File: config.mk
export PLATFORM = sky130hd
export DESIGN_NAME = irq_regwin
export DESIGN_NICKNAME = d
export VERILOG_FILES = /design/src/rtl/irqw_pkg.sv /design/src/rtl/irqw_seldec.sv /design/src/rtl/irqw_entry.sv /design/src/rtl/irq_regwin.sv
export SDC_FILE = /design/constraint.sdc
export NUM_CORES = 2
export LEC_CHECK = 0
export CORE_MARGIN = 2
export CORE_UTILIZATION = 50
export CTS_BUF_LIST = sky130_fd_sc_hd__clkbuf_16
export DETAILED_ROUTE_END_ITERATION = 10
export PLACE_DENSITY = 0.69
export SYNTH_ARGS = -nofsm -noshare
export SYNTH_HDL_FRONTEND = slang
export SYNTH_HIERARCHICAL = 1
export SYNTH_SLANG_ARGS = --single-unit
File: constraint.sdc
create_clock -name clk -period 7.26 [get_ports clk]
set_input_delay 1.452 -clock clk [delete_from_list [all_inputs] [get_ports clk]]
set_output_delay 1.452 -clock clk [all_outputs]
set_load 0.1 [all_outputs]
File: src/rtl/irqw_pkg.sv
package irqw_pkg;
  localparam logic [7:0] OFS_SEL = 8'h00;
  localparam logic [7:0] OFS_WIN = 8'h10;

  localparam logic [7:0] SEL_ID  = 8'h00;
  localparam logic [7:0] SEL_VER = 8'h01;
  localparam logic [7:0] SEL_ARB = 8'h02;
  localparam logic [7:0] SEL_TBL = 8'h10;

  localparam int F_VEC   = 0;
  localparam int F_DM    = 8;
  localparam int F_DSTAT = 12;
  localparam int F_RIRR  = 14;
  localparam int F_TRIG  = 15;
  localparam int F_MASK  = 16;
  localparam int F_DEST  = 56;

  localparam logic [63:0] ENT_RESET = 64'd1 << F_MASK;
endpackage

File: src/rtl/irqw_seldec.sv
module irqw_seldec
  import irqw_pkg::*;
#(
  parameter int NUM_PINS = 24,
  parameter int IW = (NUM_PINS > 1) ? $clog2(NUM_PINS) : 1
) (
  input  logic          clk,
  input  logic          rst_n,
  input  logic          bus_valid,
  input  logic          bus_wr,
  input  logic [7:0]    bus_addr,
  input  logic [31:0]   bus_wdata,
  output logic [7:0]    sel_q,
  output logic [3:0]    id_q,
  output logic          win_wr,
  output logic          tbl_hit,
  output logic [IW-1:0] tbl_idx,
  output logic          tbl_hi
);
  logic [7:0] raw_idx;

  assign win_wr  = bus_valid && bus_wr && (bus_addr == OFS_WIN);
  assign raw_idx = (sel_q - SEL_TBL) >> 1;
  assign tbl_hit = (sel_q >= SEL_TBL) && (int'(raw_idx) < NUM_PINS);
  assign tbl_idx = raw_idx[IW-1:0];
  assign tbl_hi  = sel_q[0];

  always_ff @(posedge clk) begin
    if (!rst_n) begin
      sel_q <= 8'h00;
      id_q  <= 4'h0;
    end else begin
      if (bus_valid && bus_wr && bus_addr == OFS_SEL) sel_q <= bus_wdata[7:0];
      if (win_wr && sel_q == SEL_ID) id_q <= bus_wdata[27:24];
    end
  end

  assert_sel_low_byte_R1: assert property (@(posedge clk) disable iff (!rst_n)
    (bus_valid && bus_wr && bus_addr == OFS_SEL) |=> sel_q == $past(bus_wdata[7:0]));

  assert_id_only_via_id_R3: assert property (@(posedge clk) disable iff (!rst_n)
    !(win_wr && sel_q == SEL_ID) |=> id_q == $past(id_q));
endmodule

File: src/rtl/irqw_entry.sv
module irqw_entry
  import irqw_pkg::*;
(
  input  logic        clk,
  input  logic        rst_n,
  input  logic        we_lo,
  input  logic        we_hi,
  input  logic [31:0] wdata,
  input  logic        rirr_set,
  input  logic        rirr_clr,
  input  logic        dstat,
  output logic [63:0] q,
  output logic        mask_flip
);
  logic [63:0] ent_q;
  logic [63:0] nxt;
  logic        ds_q;

  always_comb begin
    nxt = ent_q;
    if (we_lo) nxt[31:0] = wdata;
    if (we_hi) nxt[63:32] = wdata;
    nxt[F_RIRR]  = ent_q[F_RIRR];
    nxt[F_DSTAT] = 1'b0;
    if (!nxt[F_TRIG]) nxt[F_RIRR] = 1'b0;
  end

  assign mask_flip = we_lo && (wdata[F_MASK] != ent_q[F_MASK]);

  always_ff @(posedge clk) begin
    if (!rst_n) begin
      ent_q <= ENT_RESET;
      ds_q  <= 1'b0;
    end else begin
      ds_q <= dstat;
      if (we_lo || we_hi)             ent_q <= nxt;
      else if (rirr_clr)              ent_q[F_RIRR] <= 1'b0;
      else if (rirr_set && ent_q[F_TRIG]) ent_q[F_RIRR] <= 1'b1;
    end
  end

  always_comb begin
    q = ent_q;
    q[F_DSTAT] = ds_q;
  end

  assert_edge_no_rirr_R7: assert property (@(posedge clk) disable iff (!rst_n)
    !q[F_TRIG] |-> !q[F_RIRR]);

  assert_write_keeps_rirr_R6: assert property (@(posedge clk) disable iff (!rst_n)
    (we_hi || (we_lo && wdata[F_TRIG])) |=> q[F_RIRR] == $past(q[F_RIRR]));

  assert_status_follows_input_R6: assert property (@(posedge clk) disable iff (!rst_n)
    (we_lo || we_hi) |=> q[F_DSTAT] == $past(dstat));
endmodule

File: src/rtl/irq_regwin.sv
module irq_regwin
  import irqw_pkg::*;
#(
  parameter int NUM_PINS = 24,
  parameter logic [7:0] VER_CODE = 8'h11,
  localparam int IW = (NUM_PINS > 1) ? $clog2(NUM_PINS) : 1
) (
  input  logic                  clk,
  input  logic                  rst_n,
  input  logic                  bus_valid,
  input  logic                  bus_wr,
  input  logic [7:0]            bus_addr,
  input  logic [31:0]           bus_wdata,
  output logic [31:0]           bus_rdata,
  output logic                  bus_rvalid,
  input  logic [NUM_PINS-1:0]   rirr_set,
  input  logic [NUM_PINS-1:0]   rirr_clr,
  input  logic [NUM_PINS-1:0]   dstat,
  output logic [NUM_PINS-1:0]   mask_o,
  output logic [NUM_PINS-1:0]   trig_o,
  output logic [NUM_PINS*8-1:0] vec_o,
  output logic [NUM_PINS*8-1:0] dest_o,
  output logic [NUM_PINS*3-1:0] dmode_o,
  output logic                  mchg_valid,
  output logic [IW-1:0]         mchg_pin
);
  localparam logic [7:0]  LAST_PIN = 8'(NUM_PINS - 1);
  localparam logic [31:0] VER_WORD = {8'h00, LAST_PIN, 8'h00, VER_CODE};

  logic [7:0]          sel_q;
  logic [3:0]          id_q;
  logic                win_wr;
  logic                tbl_hit;
  logic [IW-1:0]       tbl_idx;
  logic                tbl_hi;
  logic [63:0]         ent [NUM_PINS];
  logic [NUM_PINS-1:0] flips;
  logic [31:0]         rd_nxt;
  logic                any_flip;
  logic [IW-1:0]       flip_idx;

  irqw_seldec #(.NUM_PINS(NUM_PINS), .IW(IW)) u_dec (
    .clk(clk), .rst_n(rst_n), .bus_valid(bus_valid), .bus_wr(bus_wr),
    .bus_addr(bus_addr), .bus_wdata(bus_wdata), .sel_q(sel_q), .id_q(id_q),
    .win_wr(win_wr), .tbl_hit(tbl_hit), .tbl_idx(tbl_idx), .tbl_hi(tbl_hi)
  );

  for (genvar i = 0; i < NUM_PINS; i++) begin : g_pin
    logic hit_i;
    assign hit_i = win_wr && tbl_hit && (int'(tbl_idx) == i);
    irqw_entry u_ent (
      .clk(clk), .rst_n(rst_n),
      .we_lo(hit_i && !tbl_hi), .we_hi(hit_i && tbl_hi),
      .wdata(bus_wdata), .rirr_set(rirr_set[i]), .rirr_clr(rirr_clr[i]),
      .dstat(dstat[i]), .q(ent[i]), .mask_flip(flips[i])
    );
    assign mask_o[i]         = ent[i][F_MASK];
    assign trig_o[i]         = ent[i][F_TRIG];
    assign vec_o[i*8 +: 8]   = ent[i][F_VEC +: 8];
    assign dest_o[i*8 +: 8]  = ent[i][F_DEST +: 8];
    assign dmode_o[i*3 +: 3] = ent[i][F_DM +: 3];
  end

  always_comb begin
    any_flip = 1'b0;
    flip_idx = '0;
    for (int i = NUM_PINS - 1; i >= 0; i--) begin
      if (flips[i]) begin
        any_flip = 1'b1;
        flip_idx = IW'(i);
      end
    end
  end

  always_comb begin
    rd_nxt = 32'h0;
    if (bus_addr == OFS_SEL) begin
      rd_nxt = {24'h0, sel_q};
    end else if (bus_addr == OFS_WIN) begin
      if (sel_q == SEL_ID || sel_q == SEL_ARB) rd_nxt = {4'h0, id_q, 24'h0};
      else if (sel_q == SEL_VER)               rd_nxt = VER_WORD;
      else if (tbl_hit)                        rd_nxt = tbl_hi ? ent[tbl_idx][63:32] : ent[tbl_idx][31:0];
      else                                     rd_nxt = 32'hFFFF_FFFF;
    end
  end

  always_ff @(posedge clk) begin
    if (!rst_n) begin
      bus_rdata  <= 32'h0;
      bus_rvalid <= 1'b0;
      mchg_valid <= 1'b0;
      mchg_pin   <= '0;
    end else begin
      bus_rvalid <= bus_valid && !bus_wr;
      if (bus_valid && !bus_wr) bus_rdata <= rd_nxt;
      mchg_valid <= any_flip;
      if (any_flip) mchg_pin <= flip_idx;
    end
  end

  assert_flip_onehot_R9: assert property (@(posedge clk) disable iff (!rst_n)
    $onehot0(flips));

  assert_pulse_after_write_R9: assert property (@(posedge clk) disable iff (!rst_n)
    mchg_valid |-> $past(bus_valid && bus_wr && bus_addr == OFS_WIN));

  assert_rvalid_timing_R12: assert property (@(posedge clk) disable iff (!rst_n)
    bus_rvalid |-> $past(bus_valid && !bus_wr));

  assert_mask_hold_R5: assert property (@(posedge clk) disable iff (!rst_n)
    !(win_wr && tbl_hit) |=> mask_o == $past(mask_o));
endmodule

==> results.toml <==
[floorplanning]
dieArea_um2 = 143000
die_w_um = 378
initial_core_util_pct = 50.2
ios = 659
coreArea_um2 = 139000
die_h_um = 378
num_rows = 137

[global_route]
grt_pass1_wl_um = 371000
grt_pass1_vias = 52962
groute.usage.overall_pct = 35.3
antenna_found_initial = 7
grt-ovfl-total = 0
grt_max_degree = 128

[finish]
areaGrowthSynthToFinish_pct = 18.2
fill_cells = 11562
layout-drive-gt1-share_pct = 12.0
nNetsFinal = 7060
seqCellArea_um2 = 31800
multiInputGateArea_um2 = 35600

[drt]
drtIter0Drc = 5710
drt_wl_total_um = 260000
vias_per_cell = 6.14
ant_nets = 0
route.detailed.drc = 0
first_pass_iters = 6
wl_per_cell_um = 29.0
num_vias = 55033

[clock_network]
postCtsSetupBuffers = 0
clk_pin_slew_ns = 0.06
cts.repair.resized = 0
clock_latency_ns = 0.83
cts_tree = "yes"
clk_path_buf_depth = 3
cts.hold.buffers_added = 0
h-tree-depth = 4
cts-root-buf = "clkbuf_16"
cts_buffers = 168
clock_sinks = 1587

[pwr]
p_int_mw = 13.3
p_leak_nw = 26.6
power_frac_clock_pct = 46.7
power_switching_mw = 4.13
pwr-share-seq_pct = 50.0
power_per_cell_area_nw_per_um2 = 211
swShare_pct = 23.7
comb_power_share_pct = 3.3
ir_drop_mv = 0.204

[sta]
min_period_ns = 5.20
max_slew.worst_pin.slew_ns = 1.42
maxSlewHeadroom_pct = 5.19
fin_skew_ns = 0.0351
max_freq_mhz = 192
post-route-period-util_pct = 71.6
maxSlewViolCount = 0
fin_hold_ws_ns = 0.470
setup_violations = 0
fin_tns_setup_ns = 0
rsz0062_at_grt = "no"
hold_viol_final = 0

[min_path]
hold_depth = 2
whs_endpoint = "u_dec/id_q[2]$_SDFFE_PN0P_"
hold_path.startpoint = "u_dec/id_q[2]$_SDFFE_PN0P_"
hold_class = "reg2reg"

[synth]
synth_warnings = 6
synth_area_um2 = 69900
ys.flop_type = "dfxtp_1"
syn_avg_cell_area_um2 = 10.8
synthTopCellsByArea = "dfxtp_1, mux2i_1, mux4_2, nor2_1, buf_2"
synthCells = 6496
synth-seq-cells = 1587
synth_edf_count = 0
synth_fp_nets = 6614
synthArstFlopShare_pct = 0
yosysTopAreaCell = "dfxtp_1"
ys_seq_area_share_pct = 45.5
synth_cell_types = 73
synth_top_area_share_pct = 45.5

[critical_path]
required_ns = 7.96
cp-end-kind = "register"
critPathKind = "in2reg"
reg2reg_from = "u_dec/sel_q[4]$_SDFFE_PN0P_"
rr_endpoint = "g_pin[15].u_ent/ent_q[14]$_SDFFE_PN0P_"
rr_worst_depth = 13
cp-start-kind = "primary input"
critPathArrivalTime_ns = 5.90
r2r_slack_ns = 2.63
path_max_fanout = 33

[place]
dpl.hpwl_um = 160000
place.port_buffers = 658
routabilityCongestion = 0.911

[run_status]
status = "complete, no violations"

[flow_run]
cap_violations = 0
==> through the flow <==
stage	worst slack, ns	area [µm²]	utilization (%)	power, mW	cells
2_1_floorplan	2.90	69900	-	9.10	6496
3_3_place_gp	1.45	77500	55.7	9.47	8648
3_5_place_dp	1.38	77500	55.7	9.48	8648
4_1_cts	2.22	82600	59.4	17.5	8957
5_1_grt	2.10	82600	59.4	17.9	8957
6_report	2.06	82600	59.4	17.5	8958
==> metal layers <==
metal	vias up	GRT usage (%)	part of all wire (%)
li1	23832	-	-
met5	-	0	0.018
met1	27600	45.3	39
met2	3007	54.5	45
met3	586	10.1	11
met4	8	17.5	5.3
==> placed cells by master (no fill, tap or decap), drive strengths merged, types with 4 or more instances in the layout <==
| cell type | instances |
|---|---|
| bufinv | 5 |
| or3 | 40 |
| xor2 | 24 |
| nand3b | 7 |
| nand3 | 45 |
| o2111ai | 8 |
| nor2 | 1534 |
| a21oi | 79 |
| dfxtp | 1587 |
| inv | 79 |
| a32o | 4 |
| o22ai | 23 |
| nand2 | 126 |
| a22o | 20 |
| nor3b | 9 |
| nor2b | 35 |
| nand2b | 15 |
| a32oi | 4 |
| nand4 | 5 |
| a2111oi | 17 |
| a22oi | 70 |
| a311oi | 24 |
| and2 | 56 |
| clkbuf | 174 |
| o221ai | 6 |
| a221oi | 6 |
| mux4 | 332 |
| nor4 | 9 |
| clkinv | 85 |
| mux2i | 1664 |
| mux2 | 9 |
| buf | 186 |
| nor3 | 27 |
| a31oi | 10 |
| clkdlybuf4s50 | 615 |
| nand4b | 24 |
| o21ai | 28 |
| and3 | 8 |
| a211oi | 46 |
| a221o | 7 |
==> worst max path at each step <==
stage          slack [ns]   startpoint                                     end
6_report             2.06  bus_addr[0]  g_pin[15].u_ent/ent_q[14]$_SDFFE_PN0P_
4_1_cts              2.22  bus_addr[0]  g_pin[15].u_ent/ent_q[62]$_SDFFE_PN0P_
3_3_place_gp         1.45  bus_addr[0]  g_pin[15].u_ent/ent_q[44]$_SDFFE_PN0P_
2_1_floorplan        2.90  bus_addr[0]                mchg_pin[0]$_SDFFE_PN0P_
3_5_place_dp         1.38  bus_addr[0]  g_pin[15].u_ent/ent_q[60]$_SDFFE_PN0P_
5_1_grt              2.10  bus_addr[0]  g_pin[15].u_ent/ent_q[14]$_SDFFE_PN0P_
==> registers in the layout, indices dropped and copies added (netlist names) <==
register	count
bus_rdata	32
bus_rvalid	1
g_pin.u_ent/ds_q	24
g_pin.u_ent/ent_q	1512
mchg_pin	5
mchg_valid	1
u_dec/id_q	4
u_dec/sel_q	8
==> power groups by stage <==
stage	Sequential (mW)	Clock [mW]	Combinational, mW
2_1_floorplan	8.93	0	0.168
3_5_place_dp	8.91	0	0.563
4_1_cts	8.72	8.20	0.565
6_report	8.72	8.15	0.580
3_3_place_gp	8.91	0	0.561
5_1_grt	8.72	8.55	0.586
==> worst max-delay path: stages <==
cell and delay (ns):
clkdlybuf4s50_1 0.42, or4_4 0.56, nor4_1 0.81, buf_4 0.27, and2_1 0.22, nand3_1 0.60
nor3_2 0.41, buf_4 0.65, nand3_1 0.15, a311oi_1 0.28
==> final cells by class <==
class,count,area share (%)
clock buffers,174,5.27
flip-flops and latches,1587,38.5
multi-input cells,4349,43.0
clock inverters,135,0.913
repair buffers,801,9.28
well taps,1876,2.84
diodes,1,0.00303
inverters,35,0.174
==> synthesized netlist by cell type, types with 35 or more instances <==
cell      instances
mux2i_1        1664
dfxtp_1        1587
nor2_1         1533
mux4_2          332
buf_2           226
clkbuf_1        195
nand2_1         126
a21oi_1          79
a22oi_1          70
buf_4            61
and2_1           55
a211oi_1         45
nand3_1          45
or3_1            40
buf_6            38
nor2b_1          35
==> cells by family (layout without fill, tap and decap cells) <==
kind of cell | Yosys count | after routing | synth area share, %
compound gates | 368 | 368 | 3.77
xor+xnor | 24 | 24 | 0.301
fa+ha+maj | 2 | 2 | 0.0358
buf+inv | 560 | 1145 | 4.17
flops | 1587 | 1587 | 45.5
mux | 2005 | 2005 | 34.7
other cells | 0 | 1 | 0
simple gates | 1950 | 1950 | 11.6
Power figures use the tool's default switching activity.
